===== src/rtl/rtc_port_pkg.sv =====
package rtc_port_pkg;
  localparam int IDX_W = 4;
  localparam logic [IDX_W-1:0] IDX_REGA = 4'hA;
  localparam logic [IDX_W-1:0] IDX_REGB = 4'hB;
  localparam logic [IDX_W-1:0] IDX_TOP  = 4'hD;

  localparam logic [7:0] REGA_LEGAL    = 8'h26;  // 32.768 kHz base, 1024 Hz rate
  localparam logic [7:0] REGA_UIP      = 8'h80;
  localparam logic [7:0] REGB_RESET    = 8'h46;  // irq enable, binary, 24 h
  localparam logic [7:0] REGB_FREE     = 8'h48;  // irq enable and square wave
  localparam logic [7:0] REGB_REQUIRED = 8'h06;  // binary and 24 h
  localparam int         PIE_POS       = 6;

  typedef enum logic [2:0] {
    RD_NONE, RD_INDEX, RD_CLOCK, RD_REGA, RD_REGB, RD_ZERO
  } rdKind_t;

  typedef struct packed {
    logic    idxLoad;
    logic    clkWrite;
    logic    aWrite;
    logic    bWrite;
    logic    timerStart;
    logic    timerStop;
    logic    err;
    rdKind_t rdKind;
  } rtcStrobe_t;
endpackage


===== src/rtl/rtc_port_ctrl.sv =====
module rtc_port_ctrl
  import rtc_port_pkg::*;
#(
  parameter int CLK_BYTES = 10  // must not exceed 10
) (
  input  logic             selData,
  input  logic             wrEn,
  input  logic             rdEn,
  input  logic [7:0]       wrData,
  input  logic [IDX_W-1:0] curIndex,
  output rtcStrobe_t       stb
);
  localparam logic [IDX_W-1:0] CLK_END = IDX_W'(CLK_BYTES);

  logic isClock, isRegA, isRegB;
  assign isClock = curIndex < CLK_END;
  assign isRegA  = curIndex == IDX_REGA;
  assign isRegB  = curIndex == IDX_REGB;

  always_comb begin
    stb        = '0;
    stb.rdKind = RD_NONE;
    if (wrEn) begin
      if (!selData) begin
        if (wrData <= {4'h0, IDX_TOP}) stb.idxLoad = 1'b1;
        else                           stb.err     = 1'b1;
      end else if (isClock) begin
        stb.clkWrite = 1'b1;
      end else if (isRegA) begin
        if (wrData == REGA_LEGAL) stb.aWrite = 1'b1;
        else                      stb.err    = 1'b1;
      end else if (isRegB) begin
        if ((wrData & ~REGB_FREE) == REGB_REQUIRED) begin
          stb.bWrite     = 1'b1;
          stb.timerStart = wrData[PIE_POS];
          stb.timerStop  = !wrData[PIE_POS];
        end else begin
          stb.err = 1'b1;
        end
      end else begin
        stb.err = 1'b1;
      end
    end else if (rdEn) begin
      if (!selData)    stb.rdKind = RD_INDEX;
      else if (isClock) stb.rdKind = RD_CLOCK;
      else if (isRegA)  stb.rdKind = RD_REGA;
      else if (isRegB)  stb.rdKind = RD_REGB;
      else begin
        stb.rdKind = RD_ZERO;
        stb.err    = 1'b1;
      end
    end
  end
endmodule


===== src/rtl/rtc_port_dpath.sv =====
module rtc_port_dpath
  import rtc_port_pkg::*;
#(
  parameter int CLK_BYTES = 10
) (
  input  logic             clk,
  input  logic             rstN,
  input  rtcStrobe_t       stb,
  input  logic [7:0]       wrData,
  output logic [IDX_W-1:0] curIndex,
  output logic [7:0]       rdData,
  output logic             rdValid,
  output logic             errPulse
);
  logic [7:0] clkMem [CLK_BYTES];
  logic [7:0] regA, regB;
  logic [7:0] regAFlip;

  assign regAFlip = regA ^ REGA_UIP;

  for (genvar g = 0; g < CLK_BYTES; g++) begin : gClockByte
    always_ff @(posedge clk) begin
      if (!rstN)                                         clkMem[g] <= '0;
      else if (stb.clkWrite && curIndex == IDX_W'(g))    clkMem[g] <= wrData;
    end
  end

  always_ff @(posedge clk) begin
    if (!rstN) begin
      curIndex <= '0;
      regA     <= REGA_LEGAL;
      regB     <= REGB_RESET;
      rdData   <= '0;
      rdValid  <= 1'b0;
      errPulse <= 1'b0;
    end else begin
      errPulse <= stb.err;
      rdValid  <= stb.rdKind != RD_NONE;
      if (stb.idxLoad) curIndex <= wrData[IDX_W-1:0];
      if (stb.aWrite)  regA     <= wrData;
      if (stb.bWrite)  regB     <= wrData;
      case (stb.rdKind)
        RD_INDEX: rdData <= {{(8-IDX_W){1'b0}}, curIndex};
        RD_CLOCK: rdData <= clkMem[curIndex];
        RD_REGA: begin
          regA   <= regAFlip;
          rdData <= regAFlip;
        end
        RD_REGB: rdData <= regB;
        RD_ZERO: rdData <= '0;
        default: rdData <= rdData;
      endcase
    end
  end

  // the rate register keeps its single legal setting apart from bit 7
  a_r5_rega_legal: assert property (@(posedge clk) disable iff (!rstN)
    regA[6:0] == REGA_LEGAL[6:0]);
  // the mode register only ever varies in its two free bits
  a_r7_regb_legal: assert property (@(posedge clk) disable iff (!rstN)
    (regB & ~REGB_FREE) == REGB_REQUIRED);
  // the index never exceeds the top register number
  a_r2_index_range: assert property (@(posedge clk) disable iff (!rstN)
    curIndex <= IDX_TOP);
endmodule


===== src/rtl/rtc_port_timer.sv =====
module rtc_port_timer #(
  parameter int PERIOD_CYCLES = 48828
) (
  input  logic clk,
  input  logic rstN,
  input  logic start,
  input  logic stop,
  output logic irq
);
  localparam int CNT_W = (PERIOD_CYCLES > 2) ? $clog2(PERIOD_CYCLES) : 1;
  localparam logic [CNT_W-1:0] CNT_LAST = CNT_W'(PERIOD_CYCLES - 1);

  logic             running;
  logic [CNT_W-1:0] cnt;

  always_ff @(posedge clk) begin
    if (!rstN) begin
      running <= 1'b0;
      cnt     <= '0;
      irq     <= 1'b0;
    end else if (stop) begin
      running <= 1'b0;
      cnt     <= '0;
      irq     <= 1'b0;
    end else if (start && !running) begin
      running <= 1'b1;
      cnt     <= '0;
      irq     <= 1'b0;
    end else if (running) begin
      if (cnt == CNT_LAST) begin
        cnt <= '0;
        irq <= 1'b1;
      end else begin
        cnt <= cnt + 1'b1;
        irq <= 1'b0;
      end
    end else begin
      irq <= 1'b0;
    end
  end

  // a pulse lasts one cycle
  a_r12_one_cycle: assert property (@(posedge clk) disable iff (!rstN)
    irq |=> !irq);
  // a stop silences the next cycle
  a_r9_stop_quiet: assert property (@(posedge clk) disable iff (!rstN)
    stop |=> !irq);
  // pulses only come from a running timer
  a_r8_needs_run: assert property (@(posedge clk) disable iff (!rstN)
    irq |-> running);
endmodule


===== src/rtl/rtc_index_port.sv =====
module rtc_index_port
  import rtc_port_pkg::*;
#(
  parameter int CLK_BYTES     = 10,
  parameter int PERIOD_CYCLES = 48828
) (
  input  logic       clk,
  input  logic       rstN,
  input  logic       selData,
  input  logic       wrEn,
  input  logic       rdEn,
  input  logic [7:0] wrData,
  output logic [7:0] rdData,
  output logic       rdValid,
  output logic       errPulse,
  output logic       periodicIrq
);
  rtcStrobe_t       stb;
  logic [IDX_W-1:0] curIndex;

  rtc_port_ctrl #(.CLK_BYTES(CLK_BYTES)) ctrl_i (
    .selData(selData), .wrEn(wrEn), .rdEn(rdEn), .wrData(wrData),
    .curIndex(curIndex), .stb(stb)
  );

  rtc_port_dpath #(.CLK_BYTES(CLK_BYTES)) dpath_i (
    .clk(clk), .rstN(rstN), .stb(stb), .wrData(wrData),
    .curIndex(curIndex), .rdData(rdData), .rdValid(rdValid), .errPulse(errPulse)
  );

  rtc_port_timer #(.PERIOD_CYCLES(PERIOD_CYCLES)) timer_i (
    .clk(clk), .rstN(rstN), .start(stb.timerStart), .stop(stb.timerStop),
    .irq(periodicIrq)
  );

  // an out-of-range index write is flagged and keeps the index
  a_r3_index_hold: assert property (@(posedge clk) disable iff (!rstN)
    (wrEn && !selData && wrData > 8'h0D) |=> (errPulse && $stable(curIndex)));
  // registers C and D are illegal targets
  a_r10_cd_error: assert property (@(posedge clk) disable iff (!rstN)
    ((wrEn || rdEn) && selData && curIndex >= 4'hC) |=> errPulse);
  // read result timing and write priority
  a_r11_rd_valid: assert property (@(posedge clk) disable iff (!rstN)
    (rdEn && !wrEn) |=> rdValid);
  a_r11_wr_wins: assert property (@(posedge clk) disable iff (!rstN)
    wrEn |=> !rdValid);
endmodule


===== config.mk =====
export PLATFORM = sky130hd
export DESIGN_NAME = rtc_index_port
export DESIGN_NICKNAME = d
export VERILOG_FILES = /design/src/rtl/rtc_port_pkg.sv /design/src/rtl/rtc_port_ctrl.sv /design/src/rtl/rtc_port_dpath.sv /design/src/rtl/rtc_port_timer.sv /design/src/rtl/rtc_index_port.sv
export SDC_FILE = /design/constraint.sdc
export NUM_CORES = 1
export LEC_CHECK = 0
export ABC_AREA = 1
export CORE_MARGIN = 2
export CORE_UTILIZATION = 70
export CTS_BUF_LIST = sky130_fd_sc_hd__clkbuf_4 sky130_fd_sc_hd__clkbuf_8
export DETAILED_ROUTE_END_ITERATION = 7
export DONT_BUFFER_PORTS = 1
export GPL_ROUTABILITY_DRIVEN = 0
export PLACE_DENSITY = 0.85
export REMOVE_ABC_BUFFERS = 1
export SLEW_MARGIN = 20
export SYNTH_ARGS = -nofsm -noshare
export SYNTH_HDL_FRONTEND = slang
export SYNTH_HIERARCHICAL = 1
export SYNTH_SLANG_ARGS = --single-unit
export TNS_END_PERCENT = 1

===== constraint.sdc =====
create_clock -name clk -period 5.6 [get_ports clk]
set_clock_uncertainty 0.15 [all_clocks]
set_input_delay 0.84 -clock clk [delete_from_list [all_inputs] [get_ports clk]]
set_output_delay 0.84 -clock clk [all_outputs]
set_load 0.05 [all_outputs]

* Word-level counts from Yosys, hierarchy flattened
Memory sizes are Yosys's and may differ from the RTL's. A register that Yosys moved wholly into a read port is not among the register bits.
Cells that the tools add are included.
W data, S select, Z words.
** Cells by class
- Bitwise logic cells :: 14
- Reductions and logical operators :: 21
- Add/sub/neg operators :: 1
- Mux-type cells :: 76
- Eq/ne operators :: 19
- $lt $le $gt $ge :: 2
** Operators with widths (number)
- $mux W8 :: 12
- $mux W1 :: 49
- $pmux W8 S5 :: 1
- $mux W3 :: 7
- $add A16 B1 Y16 const B :: 1
- $eq A16 B16 Y1 const B :: 1
- $eq A4 B3 Y1 const B :: 4
- $eq A4 B4 Y1 const B :: 4
- $mux W16 :: 1
- $mux W4 :: 3
- $logic_and A1 B1 Y1 :: 11
- $mux W5 :: 2
- $or A1 B1 Y1 :: 10
- $eq A4 B2 Y1 const B :: 2
- $eq A8 B6 Y1 const B :: 1
- $le A8 B4 Y1 const B :: 1
- $eq A3 B2 Y1 const B :: 2
- $eq A3 B3 Y1 const B :: 2
- $eq A6 B3 Y1 const B :: 1
- $mux W6 :: 1
- $reduce_bool A5 Y1 :: 1
- $eq A4 B1 Y1 const B :: 1
- $logic_not A4 Y1 :: 1
- $lt A4 B4 Y1 const B :: 1
- 9 further kinds :: 13
** Storage, ports and cells
- RAM bits :: 80
- Output and inout port bits :: 11
- Flip-flop bits (word level) :: 48
- Word-level logic and storage cells :: 144
- Memories :: 1
- Bits of input ports :: 13
** Memories
- dpath_i.clkMem :: words 10, bits a word 8, rd ports 1, clocked after Yosys merged registers in 1, write ports 10, line rtc_port_dpath.sv:15 : logic [7:0] clkMem [CLK_BYTES];

* Longest topological paths before layout
- Word-level depth :: 12
- Gate-level depth with buffers :: 15

* Cells and area by module
The synthesis kept the hierarchy.
** By module, submodules not included
- rtc_port_dpath :: cells each 533, seq. area each 3083.0 sq um, area each 5048.6 sq um, instances 1
- rtc_port_timer :: cells each 135, seq. area each 360.3 sq um, area each 928.4 sq um, instances 1
- rtc_port_ctrl :: cells each 52, seq. area each 0.0 sq um, area each 265.3 sq um, instances 1

* Worst setup path after synthesis
Ideal clock, no wire load.
- Path type :: input -> register
- Start :: input port selData
- End :: memory dpath_i.clkMem[0][0] (enable)
- Stages on the path :: 6
- Arrival time :: 2.026 ns
- Setup slack :: 3.040 ns
- Data required time :: 5.066 ns
- Cell sequence :: nand2_1 > nor2_1 > inv_1 > nor3_2 > inv_1 > o21ai_0
** RTL lines
- start, declared :: line rtc_index_port.sv:9 : input logic selData,
- end, declared :: line rtc_port_dpath.sv:15

==> results.py <==
metrics = {
    "status": {
        "outcome": "finished clean",
    },
    "grt": {
        "grt_max_degree": 50,
        "grt-ovfl-total": 0,
        "antenna_found_initial": 0,
        "grt_pass1_wl_mm": 22.65,
        "grt_pass1_vias": 4583,
        "grt_usage_pct": 30.46,
    },
    "setup_path": {
        "r2r_cells": 6,
        "critPathLaunch": "dpath_i/curIndex[1]",
        "reg2reg_slack_ns": 2.88,
        "crit_path_start_kind": "flop",
        "worst-endpoint-arrival_ns": 2.63,
        "rr_startpoint": "dpath_i/curIndex[1]",
        "critical_path.cell_chain": "o21a_2, nor2_1, inv_1, nor3_2, inv_1, o21ai_0",
        "required_ns": 5.50,
        "r2r_end": "dpath_i/clkMem[3][3]",
        "critPathSlowestCell": "o21ai_0",
        "crit_type": "flop to flop",
        "critPathMostFrequentCell": "inv_1",
        "crit_fanout": 11,
        "end_kind": "flop",
        "cpPeakStageDelay_ns": 0.79,
    },
    "timing": {
        "tns_ns": 0,
        "period_needed_ns": 2.724,
        "setup_viol": 0,
        "slew_violations": 0,
        "slew-limit-headroom_pct": 28.47,
        "hold_viol_final": 0,
        "period_share_pct": 48.64,
        "worst_slack_ns": 2.876,
        "worst_pin_slew_ns": 1.062,
        "max_freq_mhz": 367.2,
        "rsz0062_at_grt": "false",
    },
    "cts": {
        "cts_tree": "built",
        "clock_latency_ns": 0.43,
        "clk_pin_slew_ns": 0.08,
        "cts_inserted_buffers": 17,
        "post_cts_buffers": 0,
        "ctsLongestPathBuffers": 2,
        "holdBufCountCts": 0,
        "htreeDepth": 4,
        "cts_num_sinks": 132,
        "root_buffer": "clkbuf_8",
        "post_cts_resize_count": 0,
    },
    "power": {
        "switching_share_pct": 21.85,
        "power_density_nw_per_um2": 316.5,
        "pwr-share-seq_pct": 50.8,
        "p_clk_share_pct": 45.2,
        "combPwrFrac_pct": 4.0,
        "finalPower_w": 0.002116,
        "vdd_drop_max_uv": 199.8,
        "p_int_w": 0.001654,
        "p_leak_nw": 2.647,
        "p_sw_w": 0.0004622,
    },
    "route": {
        "drt_iter0_markers": 439,
        "vias": 4935,
        "ant_nets": 0,
        "via_per_inst": 5.931,
        "routed_wl_mm": 13.97,
        "wl_per_cell_um": 16.80,
        "drtPass1Iterations": 7,
        "drc": 0,
    },
    "yosys": {
        "yosys_most_used_dff": "edfxtp_1",
        "synth_cells": 720,
        "yosys-top-cells-area": "edfxtp_1 38%, dfxtp_1 17%, nor2_1 8.5%",
        "ys.warnings.count": 6,
        "ys_ff_latch": 132,
        "synthesis.area_um2": 6242,
        "synth_seq_area_share_pct": 55.16,
        "yosysTopAreaCell": "edfxtp_1",
        "avgSynthCellArea_um2": 8.670,
        "synth.top_cell.area_share_pct": 38.48,
        "async_flop_share_pct": 0,
        "synthDistinctLibCells": 46,
        "synth_edf_count": 80,
    },
    "floorplan": {
        "fp-row-count": 34,
        "fp.coreArea_um2": 8678,
        "fp.dieArea_um2": 9688,
        "die_h_um": 98.43,
        "ios": 24,
        "initial_core_util_pct": 71.93,
        "die_w_um": 98.43,
    },
    "layout": {
        "fin_util_pct": 77.03,
        "nFillCells": 588,
        "area_growth_pct": 7.096,
        "antenna_cells": 0,
        "final_area_um2": 6685,
        "nets": 725,
        "drive_gt1_share_pct": 9.807,
    },
    "place": {
        "placed_area_um2": 6196,
        "post-place-ws_ns": 2.601,
        "dpl.hpwl_mm": 9.172,
        "port_buffers": 0,
    },
    "hold_path": {
        "whs_endpoint": "dpath_i/regB[6]",
        "min_path_cells": 2,
        "hold_path.class": "flop to flop",
        "hp-start": "dpath_i/regB[6]",
    },
    "job": {
        "drv_cap": 0,
    },
}
[cell type report]
class                           instances  area, um2  area share, %
Clock buffer                           17      234.0          3.500
Clock inverter                         15      249.0          3.725
Inverter                               74      289.0          4.323
Multi-Input combinational cell        485       2327          34.81
Sequential cell                       132       3443          51.51
Tap cell                              108      135.1          2.021
Timing Repair Buffer                    1      7.507         0.1123
[routing by layer]
layer | share of wire [%] | up-vias | GRT usage, %
met5 | 0 | - | 0
met4 | 2.7 | 0 | 10.75
met3 | 10 | 32 | 7.872
met2 | 47 | 258 | 47.67
met1 | 40 | 2282 | 41.84
li1 | - | 2363 | -
[cell usage after synthesis, types with 5 or more instances]
master    count
a21oi_1      39
buf_6         8
clkbuf_1     13
dfxtp_1      52
edfxtp_1     80
inv_1        64
inv_2         6
nand2_1     139
nand2_2       6
nand3_1      48
nand4_1       5
nor2_1      142
nor2_4        7
o211ai_1     14
o21ai_0      37
o21ai_1       8
[cell usage in the layout (no fill, tap or decap), types with 14 or more instances in the layout]
cell type	Yosys	routed
o21ai_0	37	33
inv_1	64	64
edfxtp_1	80	80
o211ai_1	14	14
dfxtp_1	52	52
nand2_1	139	139
nor2_1	142	142
nand3_1	48	48
a21oi_1	39	39
clkbuf_8	0	17
[power groups by stage]
stage / registers, W / clock network [W] / logic [W]
6_report: 0.00108 / 0.000956 / 0.0000848
4_1_cts: 0.00108 / 0.000965 / 0.0000825
5_1_grt: 0.00108 / 0.00101 / 0.0000939
2_1_floorplan: 0.00109 / 0 / 0.0000570
3_3_place_gp: 0.00110 / 0 / 0.0000795
3_5_place_dp: 0.00110 / 0 / 0.0000819
[worst max-delay path by stage]
stage | endpoint | depth (start not counted)
finish | dpath_i/clkMem[3][3] | 6
detailed placement | dpath_i/clkMem[2][7] | 6
CTS | dpath_i/clkMem[2][7] | 6
global placement | dpath_i/clkMem[2][6] | 6
floorplan | dpath_i/clkMem[0][0] | 6
global route | dpath_i/clkMem[0][2] | 6
[registers in the layout (all words and copies together), names as in the netlist, named ones only]
signal            flops
timer_i/cnt          16
timer_i/irq           1
dpath_i/errPulse      1
dpath_i/curIndex      4
timer_i/running       1
dpath_i/rdValid       1
dpath_i/rdData        8
dpath_i/regA          8
dpath_i/regB          8
dpath_i/clkMem       80
[metrics by stage]
step,cells,hold WS [ns]
after global placement,800,0.3076
after detailed placement,800,0.3156
after global routing,832,0.3351
final,832,0.3361
after floorplan,691,0.2809
after CTS,832,0.3269
[worst max-delay path: cells and delay by family (launching register included)]
family / cells / cell delay (ns)
simple gates: 2 / 0.43
compound gates: 2 / 1.10
buf+inv: 2 / 0.24
flops: 1 / 0.43
[cells by family (layout without fill, tap and decap cells)]
| group | count (synthesis) | count (layout) | share of synthesized area, % |
|---|---|---|---|
| AND/OR/NAND/NOR | 364 | 364 | 25.52 |
| flip-flops | 132 | 132 | 55.16 |
| AO/OA/AOI/OAI | 114 | 114 | 10.60 |
| buffers and inverters | 103 | 107 | 7.657 |
| XOR/XNOR | 5 | 5 | 0.7017 |
| adder cells (fa/ha/maj) | 1 | 1 | 0.2004 |
| multiplexers | 1 | 1 | 0.1604 |
No activity file was read; power rests on OpenSTA's default activity.
